**config.mk**
```make
export PLATFORM = sky130hd
export DESIGN_NAME = irq_steer_top
export DESIGN_NICKNAME = d
export VERILOG_FILES = /design/src/rtl/irq_steer_pkg.sv /design/src/rtl/irq_capture.sv /design/src/rtl/irq_vecgen.sv /design/src/rtl/irq_steer_top.sv
export SDC_FILE = /design/constraint.sdc
export NUM_CORES = 1
export LEC_CHECK = 0
export BUFFER_PORTS_ARGS = -buffer_cell sky130_fd_sc_hd__buf_2
export CORE_ASPECT_RATIO = 0.5
export CORE_UTILIZATION = 59
export DETAILED_ROUTE_END_ITERATION = 8
export PLACE_DENSITY_LB_ADDON = 0.1
export RECOVER_POWER = 100
export SLEW_MARGIN = 25
export SYNTH_ARGS = -nofsm -noshare
export SYNTH_HDL_FRONTEND = slang
export SYNTH_SLANG_ARGS = --single-unit
```
**constraint.sdc**
```tcl
create_clock -name clk -period 8.1 [get_ports clk]
set_input_delay 0.405 -clock clk [delete_from_list [all_inputs] [get_ports clk]]
set_output_delay 0.405 -clock clk [all_outputs]
set_load 0.03 [all_outputs]
```
**src/rtl/irq_steer_pkg.sv**
```systemverilog
package irq_steer_pkg;
  typedef enum logic [3:0] {
    OFS_STAT  = 4'd0,
    OFS_SET   = 4'd1,
    OFS_EN    = 4'd2,
    OFS_CRIT  = 4'd3,
    OFS_POL   = 4'd4,
    OFS_TRIG  = 4'd5,
    OFS_MSTAT = 4'd6,
    OFS_VEC   = 4'd7,
    OFS_VCFG  = 4'd8
  } reg_ofs_e;
endpackage

```
**src/rtl/irq_capture.sv**
```systemverilog
module irq_capture #(
  parameter int N = 32
) (
  input  logic         clk,
  input  logic         rst_n,
  input  logic [N-1:0] src,
  input  logic [N-1:0] trig,
  input  logic         clr_we,
  input  logic         set_we,
  input  logic [N-1:0] wdata,
  output logic [N-1:0] status
);
  logic [N-1:0] status_q, lvl_q, prev_q;
  logic [N-1:0] nxt, lvl_nxt, chg, rise, lvl_chg;

  always_comb begin
    chg     = src ^ prev_q;
    rise    = src & ~prev_q;
    lvl_chg = chg & ~trig;
    nxt     = status_q;
    if (clr_we) nxt = (nxt & ~wdata) | lvl_q;
    if (set_we) nxt = nxt | wdata;
    nxt     = nxt | (rise & trig);
    nxt     = (nxt & ~lvl_chg) | (src & lvl_chg);
    lvl_nxt = (lvl_q & ~lvl_chg) | (src & lvl_chg);
  end

  always_ff @(posedge clk or negedge rst_n) begin
    if (!rst_n) begin
      status_q <= '0;
      lvl_q    <= '0;
      prev_q   <= '0;
    end else begin
      status_q <= nxt;
      lvl_q    <= lvl_nxt;
      prev_q   <= src;
    end
  end

  assign status = status_q;
endmodule

```
**src/rtl/irq_vecgen.sv**
```systemverilog
module irq_vecgen #(
  parameter int N           = 32,
  parameter int STRIDE_LOG2 = 9
) (
  input  logic [N-1:0] pending,
  input  logic         dir,
  input  logic [N-1:0] base,
  output logic [N-1:0] vec
);
  localparam int IDX_W = $clog2(N);

  logic [N-1:0]     ord;
  logic [IDX_W-1:0] idx;

  for (genvar g = 0; g < N; g++) begin : g_ord
    assign ord[g] = dir ? pending[N-1-g] : pending[g];
  end

  always_comb begin
    idx = '0;
    for (int i = N - 1; i >= 0; i--) begin
      if (ord[i]) idx = IDX_W'(i);
    end
    vec = (|ord) ? (base + (N'(idx) << STRIDE_LOG2)) : '0;
  end
endmodule

```
**src/rtl/irq_steer_top.sv**
```systemverilog
module irq_steer_top
  import irq_steer_pkg::*;
#(
  parameter int NUM_SRC     = 32,
  parameter bit HAS_VECTOR  = 1'b1,
  parameter int STRIDE_LOG2 = 9
) (
  input  logic               clk,
  input  logic               rst_n,
  input  logic [NUM_SRC-1:0] irq_in,
  input  logic [3:0]         reg_addr,
  input  logic               reg_wr,
  input  logic               reg_rd,
  input  logic [NUM_SRC-1:0] reg_wdata,
  output logic [NUM_SRC-1:0] reg_rdata,
  output logic               irq_normal,
  output logic               irq_crit
);
  localparam logic [NUM_SRC-1:0] CFG_KEEP  = ~(NUM_SRC'(2));
  localparam logic [NUM_SRC-1:0] BASE_KEEP = ~(NUM_SRC'(3));

  logic [NUM_SRC-1:0] src_w, status_w, vec_w;
  logic [NUM_SRC-1:0] en_q, cr_q, pol_q, trig_q, vcfg_q;
  logic [NUM_SRC-1:0] live_w;

  for (genvar g = 0; g < NUM_SRC; g++) begin : g_map
    assign src_w[NUM_SRC-1-g] = irq_in[g];
  end

  irq_capture #(.N(NUM_SRC)) u_cap (
    .clk    (clk),
    .rst_n  (rst_n),
    .src    (src_w),
    .trig   (trig_q),
    .clr_we (reg_wr && reg_addr == OFS_STAT),
    .set_we (reg_wr && reg_addr == OFS_SET),
    .wdata  (reg_wdata),
    .status (status_w)
  );

  always_ff @(posedge clk or negedge rst_n) begin
    if (!rst_n) begin
      en_q   <= '0;
      cr_q   <= '0;
      pol_q  <= '0;
      trig_q <= '0;
      vcfg_q <= '0;
    end else if (reg_wr) begin
      case (reg_addr)
        OFS_EN:   en_q   <= reg_wdata;
        OFS_CRIT: cr_q   <= reg_wdata;
        OFS_POL:  pol_q  <= reg_wdata;
        OFS_TRIG: trig_q <= reg_wdata;
        OFS_VCFG: vcfg_q <= reg_wdata & CFG_KEEP;
        default:  ;
      endcase
    end
  end

  assign live_w     = status_w & en_q;
  assign irq_normal = |(live_w & ~cr_q);
  assign irq_crit   = |(live_w & cr_q);

  if (HAS_VECTOR) begin : g_vec
    irq_vecgen #(.N(NUM_SRC), .STRIDE_LOG2(STRIDE_LOG2)) u_vg (
      .pending (live_w & cr_q),
      .dir     (vcfg_q[0]),
      .base    (vcfg_q & BASE_KEEP),
      .vec     (vec_w)
    );
  end else begin : g_novec
    assign vec_w = '0;
  end

  always_comb begin
    reg_rdata = '0;
    if (reg_rd) begin
      case (reg_addr)
        OFS_STAT, OFS_SET: reg_rdata = status_w;
        OFS_EN:            reg_rdata = en_q;
        OFS_CRIT:          reg_rdata = cr_q;
        OFS_POL:           reg_rdata = pol_q;
        OFS_TRIG:          reg_rdata = trig_q;
        OFS_MSTAT:         reg_rdata = live_w;
        OFS_VEC:           reg_rdata = HAS_VECTOR ? vec_w : '0;
        OFS_VCFG:          reg_rdata = HAS_VECTOR ? vcfg_q : '0;
        default:           reg_rdata = '0;
      endcase
    end
  end
endmodule

```
==> flow_summary.toml <==
[sta]
setup_violations = 0
worstMarginPinSlew_ns = 3.368
timing.fmax_mhz = 164.7
rsz0062_at_grt = "false"
skew_ns = 0.007599
post-route-period-util_pct = 74.98
relSlewSlack_pct = -124.5
final_max_slew_viol_count = 468
hold_violations = 0
finalCriticalPeriod_ns = 6.073
tns_ns = 0

[routing]
wirelength_um = 41750
detail_route.first_pass.iterations = 5
viasPerCell = 6.751
drtIter0Drc = 1246
antenna_left = 0
routed-via-count = 11599
wire_per_inst_um = 24.30
drc_errors = 0

[layout]
syn_to_final_growth_pct = 10.41
fillerInstances = 1840
fin_util_pct = 66.75
nNetsFinal = 1505
stdcell_count = 1718
drive_gt1_share_pct = 21.19
n_antenna_cell = 0

[synth]
async_reset_ff_share_pct = 100.0
synth_edf_count = 0
synth_area_leaders = "dfrtp_1 (46%), mux2_2 (16%), ha_1 (3.3%)"
synth_area_mm2 = 0.01387
ys.flop_type = "dfrtp_1"
syn_area_per_cell_um2 = 10.60
yosysTopAreaCell = "dfrtp_1"
yosysMostFrequentCell = "dfrtp_1"
synth_top_cell_area_share_pct = 46.02
synth_warnings = 0
synth_commonest_cells = "dfrtp_1 (255), mux2_2 (194), nand2_1 (116)"
syn_inst = 1308
ys_seq_area_share_pct = 46.02
ys_ff_latch = 255
syn_nets = 1418
yosysUniqueCellTypes = 67

[clock_tree]
numCtsBuffers = 24
clock_path_buffers = 3
clock-sinks = 255
path_clk_slew_ns = 0.07
cts_setup_buffers = 0
ctsResizeCount = 0
clock-root-buffer = "clkbuf_16"
clk_latency_ns = 0.53
htreeDepth = 1
cts_tree = "yes"

[die]
io_pins = 106
die_area_mm2 = 0.02416
die_y_um = 110.4
core_area_mm2 = 0.02293
start_util_pct = 60.46
num_rows = 39
die_x_um = 218.8

[critical_path]
arrival_ns = 5.67
crit_chain = "nand3_1 -> o21ai_0 -> a31oi_1 -> or4_1 -> a32oi_1 -> o21ai_0 -> a21oi_1 -> ha_1 -> inv_1 -> fa_1 -> nor2b_1 -> o21ai_0 -> a21boi_0 -> o21ai_0 -> nor4_1 -> o21ai_0 -> a21oi_1 -> clkbuf_1"
cpMaxStageDelayCell = "a21boi_0"
critPathKind = "reg -> out"
cp.depth = 18
cp-end-kind = "output port"
crit_fanout = 9
crit_family = "compound AO/OA/AOI/OAI gates"
required_ns = 7.70
cp_common_cell = "o21ai_0"
critPathLaunchType = "register"
cp_num_buf_inv = 2
rr_worst_depth = 6
slowest_delay_ns = 0.92

[place]
numPortBuffers = 105
placed_cells = 1674
dp_hpwl_um = 27780
gp_congestion = 0.9497

[power]
powerDensity_mw_per_mm2 = 268.9
p_sw_w = 0.001440
leakage_nw = 6.789
p_seq_share_pct = 45.4
power_frac_clock_pct = 26.9
p_comb_share_pct = 27.7
sw_frac_of_total_pct = 34.97
p_int_w = 0.002678
ir_worst_vdd_v = 0.0002140

[global_routing]
grt_pass1_vias = 10902
antenna_found_initial = 0
grt_max_degree = 128
grt_overflow = 0
track_usage_pct = 34.72
grt_first_pass_wirelength_um = 63850

[outcome]
violations = "capacitance limit, slew limit"
status = "complete, but fails checks"

[run]
cap_violations = 14

[min_path]
hold_depth = 1
holdCritPathClass = "in -> reg"
[timing repair]
action	4_1_cts	5_1_grt
hold buffers	1	0
endpoints found under the hold margin	1	0
setup endpoints to repair	0	0
[cells in the final DEF (no fill, tap or decap), types with 11 or more instances in the layout]
cell type,n
clkbuf_16,25
buf_2,40
inv_1,42
o22ai_1,17
nor3_1,44
mux2_2,191
a22oi_1,58
nand4_1,11
a21o_1,31
a221o_1,16
clkbuf_1,84
a21boi_0,18
nor2_1,75
o21ai_0,29
dfrtp_1,255
nand2_1,116
nand3_1,46
and3_1,15
a221oi_1,49
a21oi_1,63
ha_1,37
[layer usage]
layer  global-route usage, %  share of wire [%]  routed length, µm  vias to the layer above
met4                   8.657                2.5               1044                        0
met5                       0                  0                  0                        -
met1                   53.47                 46              19240                     5839
met3                   7.658                9.4               3938                       81
met2                   49.30                 42              17530                      542
li1                        -                  -                  -                     5137
[area by class of cell]
| class | instances | area, µm² | share of cell area, % |
|---|---|---|---|
| clock inverters | 6 | 33.78 | 0.2207 |
| multi-input cells | 947 | 7064 | 46.14 |
| flip-flops and latches | 255 | 6381 | 41.68 |
| well taps | 307 | 384.1 | 2.509 |
| clock buffers | 36 | 716.9 | 4.683 |
| inverters | 42 | 157.7 | 1.030 |
| repair buffers | 125 | 571.8 | 3.735 |
[cell families (layout without fill, tap and decap cells)]
family                     Yosys count  after routing  share of synthesized area, %
adders and majority gates           38             38                         3.483
xor gates and xnor gates            14             14                        0.8843
AOI/OAI and AO/OA                  342            342                         18.14
buffers and inverters              106            209                         3.086
DFF                                255            255                         46.02
muxes                              200            200                         16.19
and+or+nand+nor                    353            353                         12.20
[metrics by stage]
stage / worst slack [ns] / power [W] / area (µm²) / hold WS [ns]
2_1_floorplan: 3.721 / 0.002592 / 13870 / 0.1094
3_3_place_gp: 3.258 / 0.002950 / 14700 / 0.4811
3_5_place_dp: 3.207 / 0.002995 / 14700 / 0.4896
4_1_cts: 2.606 / 0.004099 / 15460 / 0.002187
5_1_grt: 1.474 / 0.004313 / 15310 / 0.02384
6_report: 2.027 / 0.004117 / 15310 / 0.02704
[worst paths after layout]
check | start | to | slack (ns)
min in group asynchronous | rst_n | async pin | 1.02
setup reg to reg | u_cap.prev_q[18] | u_cap.status[18] | 6.67
hold reg to reg | vcfg_q[2] | vcfg_q[2] | 0.50
max in group asynchronous | rst_n | cr_q[16] | 3.72
hold / removal | irq_in[2] | u_cap.prev_q[29] | 0.03
setup / recovery | en_q[27] | reg_rdata[21] | 2.03
[power groups by stage]
stage                     Sequential [W]  Combinational, W  Clock, W
after global placement           0.00185           0.00110         0
after detailed placement         0.00187           0.00112         0
after CTS                        0.00185           0.00113   0.00112
after floorplan                  0.00176          0.000831         0
final                            0.00187           0.00114   0.00111
after global routing             0.00190           0.00124   0.00117
No activity file was read; power rests on OpenSTA's default activity.
